==> src/rtl/cmaint_pkg.sv <==
package cmaint_pkg;

    typedef enum logic [2:0] {
        OP_CLEAN_ALL     = 3'd0,
        OP_CLEAN_INV_ALL = 3'd1,
        OP_INV_ALL       = 3'd2,
        OP_TEST_CLEAN    = 3'd3,
        OP_LINE_CLEAN    = 3'd4,
        OP_LINE_CLN_INV  = 3'd5,
        OP_LINE_INV      = 3'd6,
        OP_RSVD          = 3'd7
    } maint_op_e;

    typedef enum logic [1:0] {
        SQ_IDLE = 2'd0,
        SQ_SCAN = 2'd1,
        SQ_WB   = 2'd2
    } seq_state_e;

    // per-line action: write back, drop (clear valid)
    typedef struct packed {
        logic wb;
        logic drop;
    } line_act_t;

    function automatic logic op_legal(maint_op_e op);
        return op != OP_RSVD;
    endfunction

    function automatic logic op_writes_back(maint_op_e op);
        return op inside {OP_CLEAN_ALL, OP_CLEAN_INV_ALL, OP_TEST_CLEAN,
                          OP_LINE_CLEAN, OP_LINE_CLN_INV};
    endfunction

    function automatic logic op_drops(maint_op_e op);
        return op inside {OP_CLEAN_INV_ALL, OP_INV_ALL, OP_LINE_CLN_INV, OP_LINE_INV};
    endfunction

    function automatic logic op_single(maint_op_e op);
        return op inside {OP_LINE_CLEAN, OP_LINE_CLN_INV, OP_LINE_INV};
    endfunction

endpackage

==> src/rtl/cmaint_cursor.sv <==
module cmaint_cursor #(
    parameter int SETS  = 8,
    parameter int WAYS  = 4,
    parameter int SET_W = $clog2(SETS),
    parameter int WAY_W = $clog2(WAYS)
) (
    input  logic             clk,
    input  logic             rst,
    input  logic             load,
    input  logic [SET_W-1:0] load_set,
    input  logic [WAY_W-1:0] load_way,
    input  logic             step,
    output logic [SET_W-1:0] cur_set,
    output logic [WAY_W-1:0] cur_way,
    output logic             last_all
);
    localparam logic [SET_W-1:0] SET_MAX = SET_W'(SETS - 1);
    localparam logic [WAY_W-1:0] WAY_MAX = WAY_W'(WAYS - 1);

    always_ff @(posedge clk) begin
        if (rst) begin
            cur_set <= '0;
            cur_way <= '0;
        end else if (load) begin
            cur_set <= load_set;
            cur_way <= load_way;
        end else if (step) begin
            if (cur_set == SET_MAX) begin
                cur_set <= '0;
                cur_way <= cur_way + WAY_W'(1);
            end else begin
                cur_set <= cur_set + SET_W'(1);
            end
        end
    end

    assign last_all = (cur_set == SET_MAX) && (cur_way == WAY_MAX);

endmodule

==> src/rtl/cmaint_line_decide.sv <==
module cmaint_line_decide
    import cmaint_pkg::*;
(
    input  maint_op_e op,
    input  logic      line_valid,
    input  logic      line_dirty,
    output line_act_t act
);
    always_comb begin
        act.wb   = line_valid && line_dirty && op_writes_back(op);
        act.drop = line_valid && op_drops(op);
    end
endmodule

==> src/rtl/cmaint_seq.sv <==
module cmaint_seq
    import cmaint_pkg::*;
#(
    parameter int SETS = 8,
    parameter int WAYS = 4,
    localparam int SET_W = $clog2(SETS),
    localparam int WAY_W = $clog2(WAYS)
) (
    input  logic             clk,
    input  logic             rst,
    input  logic             cmd_valid,
    input  logic [2:0]       cmd_op,
    input  logic [SET_W-1:0] cmd_set,
    input  logic [WAY_W-1:0] cmd_way,
    output logic             busy,
    output logic             done,
    output logic             tc_found,
    output logic [SET_W-1:0] idx_set,
    output logic [WAY_W-1:0] idx_way,
    input  logic             st_valid,
    input  logic             st_dirty,
    output logic             st_we,
    output logic             st_wr_valid,
    output logic             st_wr_dirty,
    output logic             wb_valid,
    input  logic             wb_ready
);
    seq_state_e state_q, state_d;
    maint_op_e  op_q;
    maint_op_e  op_in;
    line_act_t  act;
    logic       found_q, done_q;
    logic       accept, step, finish, mark_found, last_all, end_here;

    assign op_in  = maint_op_e'(cmd_op);
    assign accept = (state_q == SQ_IDLE) && cmd_valid && op_legal(op_in);

    cmaint_cursor #(.SETS(SETS), .WAYS(WAYS), .SET_W(SET_W), .WAY_W(WAY_W)) cursor_i (
        .clk      (clk),
        .rst      (rst),
        .load     (accept),
        .load_set (op_single(op_in) ? cmd_set : '0),
        .load_way (op_single(op_in) ? cmd_way : '0),
        .step     (step),
        .cur_set  (idx_set),
        .cur_way  (idx_way),
        .last_all (last_all)
    );

    cmaint_line_decide decide_i (
        .op         (op_q),
        .line_valid (st_valid),
        .line_dirty (st_dirty),
        .act        (act)
    );

    assign end_here = op_single(op_q) || last_all;

    always_comb begin
        state_d     = state_q;
        st_we       = 1'b0;
        st_wr_valid = 1'b0;
        st_wr_dirty = 1'b0;
        wb_valid    = 1'b0;
        step        = 1'b0;
        finish      = 1'b0;
        mark_found  = 1'b0;
        unique case (state_q)
            SQ_IDLE: begin
                if (accept) state_d = SQ_SCAN;
            end
            SQ_SCAN: begin
                if (act.wb) begin
                    state_d    = SQ_WB;
                    mark_found = (op_q == OP_TEST_CLEAN);
                end else begin
                    if (act.drop) begin
                        st_we = 1'b1;
                    end
                    if (end_here) finish = 1'b1;
                    else          step   = 1'b1;
                end
            end
            SQ_WB: begin
                wb_valid = 1'b1;
                if (wb_ready) begin
                    st_we       = 1'b1;
                    st_wr_valid = !act.drop;
                    if (end_here || op_q == OP_TEST_CLEAN) finish = 1'b1;
                    else begin
                        step    = 1'b1;
                        state_d = SQ_SCAN;
                    end
                end
            end
            default: state_d = SQ_IDLE;
        endcase
        if (finish) state_d = SQ_IDLE;
    end

    always_ff @(posedge clk) begin
        if (rst) begin
            state_q <= SQ_IDLE;
            op_q    <= OP_CLEAN_ALL;
            found_q <= 1'b0;
            done_q  <= 1'b0;
        end else begin
            state_q <= state_d;
            done_q  <= finish;
            if (accept) begin
                op_q <= op_in;
                if (op_in == OP_TEST_CLEAN) found_q <= 1'b0;
            end else if (mark_found) begin
                found_q <= 1'b1;
            end
        end
    end

    assign busy     = (state_q != SQ_IDLE);
    assign done     = done_q;
    assign tc_found = found_q;

endmodule

==> config.mk <==
export PLATFORM = sky130hd
export DESIGN_NAME = cmaint_seq
export DESIGN_NICKNAME = d
export VERILOG_FILES = /design/src/rtl/cmaint_pkg.sv /design/src/rtl/cmaint_cursor.sv /design/src/rtl/cmaint_line_decide.sv /design/src/rtl/cmaint_seq.sv
export SDC_FILE = /design/constraint.sdc
export NUM_CORES = 1
export LEC_CHECK = 0
export CORE_MARGIN = 10
export CORE_UTILIZATION = 40
export DETAILED_ROUTE_END_ITERATION = 6
export HOLD_SLACK_MARGIN = 0.05
export PLACE_DENSITY = 0.79
export SLEW_MARGIN = 10
export SYNTH_ARGS = -nofsm -noshare
export SYNTH_HDL_FRONTEND = slang
export SYNTH_SLANG_ARGS = --single-unit
export TNS_END_PERCENT = 10
==> constraint.sdc <==
create_clock -name clk -period 1.9 [get_ports clk]
set_input_delay 0.38 -clock clk [delete_from_list [all_inputs] [get_ports clk]]
set_output_delay 0.38 -clock clk [all_outputs]
set_load 0.03 [all_outputs]
=== Word level (Yosys, flattened, before mapping) ===
Index checks and enable logic that the tools add are counted.

* Add/subtract/negate cells: 2
* Reduce and logical (&&, ||, !) cells: 23
* Mux-type cells: 35
* Equality and inequality tests: 20
* $mul: 0
* Shifts and indexed selects: 0
* Bitwise gates (word level): 0
* Div/mod/pow operators: 0
* Order comparisons: 0

{| class="wikitable"
|+ Operator list
! cell !! number
|-
| equality test 3 bit, second input constant || 7
|-
| 2-to-1 mux 1 bit || 19
|-
| 2-to-1 mux 2 bit || 8
|-
| 2-to-1 mux 3 bit || 4
|-
| equality test 3 x 2 -> 1 bit, second input constant || 3
|-
| inequality test 2 bit, second input constant || 4
|-
| nonzero test 2 bit || 4
|-
| logical AND 1 bit || 6
|-
| case mux 1 bit (2 select lines) || 3
|-
| case mux 2 bit (3 select lines) || 1
|-
| nonzero test 3 bit || 2
|-
| nonzero test 5 bit || 1
|-
| equality test 2 bit, second input constant || 2
|-
| AND reduction 2 bit || 2
|-
| AND reduction 4 bit || 1
|-
| nonzero test 4 bit || 1
|-
| adder 3 x 1 -> 3 bit, second input constant || 1
|-
| equality test 3 x 1 -> 1 bit, second input constant || 1
|-
| logical NOT 3 bit || 1
|-
| inequality test 3 bit, second input constant || 1
|-
| adder 2 x 1 -> 2 bit, second input constant || 1
|-
| equality test 2 x 1 -> 1 bit, second input constant || 1
|-
| logical NOT 2 bit || 1
|-
| logical OR 1 bit || 2
|-
| other kinds (3) || 3
|}

* Memories: 0
* Word-level logic and storage cells: 86
* Bits in read-only memories: 0
* Bits of input ports: 14
* Bits in registers: 12
* Bits in latches: 0
* Output and inout port bits: 12
* Memory bits (writable): 0

=== Longest topological paths before layout ===
* Depth in word-level cells: 9
* Mapped depth: 7
* Mapped depth without buffers: 7

=== Modules after synthesis ===
Synthesis repeated with hierarchy kept, for this count alone.

* Cell total of the unflattened synthesis: 94
* Area, all modules: 813.3 sq um

{| class="wikitable"
|+ By module, submodules not included
! module !! cells an instance !! area each (sq um) !! sequential area each (sq um) !! instances
|-
| cmaint_seq || 60 || 480.5 || 140.1 || 1
|-
| cmaint_cursor || 29 || 302.8 || 100.1 || 1
|-
| cmaint_line_decide || 5 || 30.0 || 0.0 || 1
|}

=== Worst setup path before layout ===
Ideal clock, no wire load.

* Kind: reg2out
* From: register state_q[0]
* To: output port st_wr_valid
* Slack: 0.057 ns
* Required time: 1.520 ns
* Cell stages (with the launch flop): 5
* Data arrival time: 1.463 ns
* Cells stage by stage: dfxtp_1 -> inv_1 -> ha_1 -> nand2_1 -> a21oi_1

* Longest elaborated chain between the ends: 2

{| class="wikitable"
|+ RTL lines
! item !! line !! source
|-
| start: declaration || cmaint_seq.sv:28 || <nowiki>seq_state_e state_q, state_d;</nowiki>
|-
| start signal: assignment || cmaint_seq.sv:108 || <nowiki>state_q <= state_d;</nowiki>
|-
| equality test 2 bit || cmaint_seq.sv:68 || <nowiki>unique case (state_q)</nowiki>
|-
| 2-to-1 mux 1 bit || cmaint_seq.sv:68 ||
|-
| end: declaration || cmaint_seq.sv:23 || <nowiki>output logic st_wr_valid,</nowiki>
|}

Every way passes these cells.

=== Worst setup path in the final report ===
* From: register op_q[1]
* To: output port st_we

* Longest elaborated chain between the ends: 6
* Elaborated cells between the ends (all ways): 14
* Classes of those cells: eq/ne (6); mux (3); reduce/logical (5)

{| class="wikitable"
|+ RTL lines
! item !! line !! source
|-
| start: declaration || cmaint_seq.sv:29 || <nowiki>maint_op_e op_q;</nowiki>
|-
| start signal: assignment || cmaint_seq.sv:111 || <nowiki>op_q <= op_in;</nowiki>
|-
| equality test 3 x 1 -> 1 bit (tied with other cells) || cmaint_pkg.sv:31, cmaint_pkg.sv:36 ||
|-
| nonzero test 4 bit || cmaint_pkg.sv:36 || <nowiki>return op inside {OP_CLEAN_INV_ALL, OP_INV_ALL, OP_LINE_CLN_INV, OP_LINE_INV};</nowiki>
|-
| logical AND 1 bit || cmaint_line_decide.sv:11 || <nowiki>act.drop = line_valid && op_drops(op);</nowiki>
|-
| 2-to-1 mux 1 bit || cmaint_seq.sv:77 || <nowiki>if (act.drop) begin</nowiki>
|-
| 2-to-1 mux 1 bit (*) || cmaint_seq.sv:73 || <nowiki>if (act.wb) begin</nowiki>
|-
| case mux 1 bit (2 select lines) (*) || cmaint_seq.sv:68 ||
|-
| end: declaration || cmaint_seq.sv:22 || <nowiki>output logic st_we,</nowiki>
|}

Mark *: on every way between the ends. The rest lies on a longest branch, timed or not.

==> impl_metrics.json <==
{
  "syn_avg_cell_area_um2": 8.75,
  "ant_nets": 0,
  "grt_use_total": 0.108,
  "area_growth_pct": 62.2,
  "p_per_area_mw_per_mm2": 1100,
  "fillerInstances": 148,
  "synth_warnings": 0,
  "max_freq_mhz": 509,
  "htree_num_levels": 1,
  "die_h_um": 67.0,
  "vias_per_cell": 5.24,
  "whs_path_depth": 2,
  "die_w_um": 67.0,
  "end_kind": "output port",
  "drive_gt1_frac": 0.346,
  "dr.pass1.iters": 4,
  "setup_ws_ns": -0.0636,
  "hold_viol": 0,
  "coreArea_mm2": 0.00202,
  "leakage_nw": 0.619,
  "start_util": 0.437,
  "async_flop_share": 0,
  "ctsLongestPathBuffers": 2,
  "syn-cell-area_um2": 883,
  "place.gp.congestion": 0.759,
  "rsz0062_at_grt": "true",
  "cts_hold_buf": 0,
  "ys.flop_type": "dfxtp_1",
  "maxCapViolCount": 0,
  "final_nets": 179,
  "cp.required_ns": 1.52,
  "wirelength_um": 2620,
  "finalSetupViolCount": 1,
  "seqPwrFrac": 0.234,
  "hold_end": "tc_found$_SDFFE_PP0P_",
  "cts_sinks": 12,
  "skew_ns": 0.00499,
  "ir_drop_mv": 0.943,
  "io_buffers": 24,
  "period_share": 1.03,
  "rrSetupSlack_ns": 0.03,
  "hpwl_um": 1950,
  "status": "finished with violations",
  "power.share.combinational": 0.625,
  "rr_worst_depth": 8,
  "grt_start_max_net_pins": 14,
  "intPower_w": 0.000905,
  "synth-seq-cells": 12,
  "clkSlewWorstSetupHoldPaths_ns": 0.09,
  "drt_iter0_drc": 26,
  "grt_overflow": 0,
  "antenna_found_initial": 0,
  "drcViolationCount": 0,
  "fin_crit_ns": 1.96,
  "start_kind": "flop",
  "violations": "negative setup slack",
  "ys_types": 34,
  "clkPwrFrac": 0.140,
  "synthesis.instances": 101,
  "crit_fanout": 3,
  "antennaDiodeCount": 0,
  "synth_seq_area_share": 0.272,
  "worstHoldStart": "tc_found$_SDFFE_PP0P_",
  "synth-edff-count": 0,
  "r2r-start": "op_q[1]$_SDFFE_PP0P_",
  "grt_pass1_vias": 914,
  "grt_first_pass_wirelength_um": 3870,
  "cts-buffers-inserted": 3,
  "reg2reg_to": "state_q[0]$_SDFFE_PP0P_",
  "die_area_mm2": 0.00449,
  "core.rowCount": 16,
  "synth_nets": 126,
  "setup-tns-final_ns": -0.0636,
  "crit_type": "flop to output port",
  "vias": 944,
  "arrival_ns": 1.58,
  "cts_root_buffer": "clkbuf_4",
  "cts_tree": "built",
  "sw_frac_of_total": 0.428,
  "place_ws_ns": -0.604,
  "routedWlPerCell_um": 14.6,
  "p_sw_w": 0.000677,
  "report.final.slew_viol_count": 0,
  "hold_class": "flop to flop",
  "insertion_delay_ns": 0.29,
  "io_pins": 26
}
==> metal layers <==
layer / part of all wire / track usage / up-vias
met5: 0 / 0 / -
met4: 0.0088 / 0.0308 / 0
met3: 0.071 / 0.0418 / 3
met2: 0.52 / 0.193 / 30
met1: 0.40 / 0.114 / 443
li1: - / - / 468
==> cells by family (layout without fill, tap and decap cells) <==
family	after synthesis	count (layout)	share of synthesized area
simple gates	41	41	0.244
other cells	1	1	0.00425
buf+inv	10	62	0.0482
flops	12	12	0.272
mux	4	4	0.0453
compound gates	22	22	0.231
fa+ha+maj	11	11	0.156
==> worst max path at each step <==
stage               slack (ns)                          endpoint               startpoint
global placement         -0.57                             st_we                 st_valid
CTS                       -0.1  cursor_i.cur_way[1]$_SDFFE_PP0P_     op_q[0]$_SDFFE_PP0P_
global route             -0.13                             st_we     op_q[1]$_SDFFE_PP0P_
detailed placement       -0.60                             st_we                 st_valid
finish                   -0.06                             st_we     op_q[1]$_SDFFE_PP0P_
floorplan                 0.06                       st_wr_valid  state_q[0]$_SDFFE_PP0P_
==> synthesized netlist by cell type, types with 3 or more instances <==
cell / count / area [um^2]
nor2_1: 11 / 41.3
dfxtp_1: 12 / 240
mux2i_1: 4 / 40.0
nand3_1: 3 / 15.0
a21oi_1: 3 / 15.0
o31ai_1: 3 / 22.5
inv_1: 7 / 26.3
nor3_1: 4 / 20.0
nand2_1: 10 / 37.5
a211oi_1: 5 / 37.5
ha_1: 11 / 138
==> sequential cells by signal, indices dropped and copies added, names as in the netlist <==
name              flops
cursor_i.cur_way      2
op_q                  3
cursor_i.cur_set      3
tc_found              1
state_q               2
done                  1
==> layout by cell type (no fill, tap or decap), types with 3 or more instances in the layout <==
cell type / instances
clkdlybuf4s50_1: 18
nor2_1: 11
nor3_1: 4
dfxtp_1: 10
inv_1: 5
mux2i_1: 4
buf_4: 27
a211oi_1: 5
dlygate4sd2_1: 3
clkbuf_4: 3
a21oi_1: 3
ha_1: 9
nand2_1: 10
==> power by group through the flow <==
stage                     clock [W]  combinational, W  sequential, W
after floorplan                   0          0.000489       0.000419
after global placement            0          0.000888       0.000364
after detailed placement          0          0.000915       0.000370
after CTS                  0.000214          0.000916       0.000366
after global routing       0.000231           0.00107       0.000379
final                      0.000222          0.000989       0.000371
==> worst max-delay path, stage by stage (launching register included) <==
cell and delay [ns]:
dfxtp_2 0.36, inv_2 0.06, ha_4 0.16, nand4_1 0.13, o311ai_4 0.12, o21ai_1 0.13
and2_1 0.18, buf_6 0.15
==> cell type report <==
| class | count | area (um^2) | area share |
|---|---|---|---|
| inverters | 7 | 26.3 | 0.0183 |
| flip-flops and latches | 12 | 245 | 0.171 |
| repair buffers | 51 | 442 | 0.308 |
| clock buffers | 4 | 36.3 | 0.0253 |
| well taps | 27 | 33.8 | 0.0236 |
| multi-input cells | 79 | 649 | 0.453 |
==> stage by stage <==
step | hold slack (ns) | power (W) | util | std cells | cell area (um^2)
after global placement | 0.473 | 0.00125 | 0.649 | 172 | 1310
after global routing | 0.516 | 0.00168 | 0.709 | 180 | 1430
after CTS | 0.498 | 0.00150 | 0.668 | 176 | 1350
after detailed placement | 0.485 | 0.00129 | 0.649 | 172 | 1310
final | 0.502 | 0.00158 | 0.709 | 180 | 1430
after floorplan | 0.503 | 0.000908 | - | 101 | 883
==> repair_timing <==
action	4_1_cts	5_1_grt
setup endpoints to repair	10	10
setup buffers	0	4
resized for setup	15	12
pin swaps	4	5
Note: power is estimated with default switching activity, not from simulation.
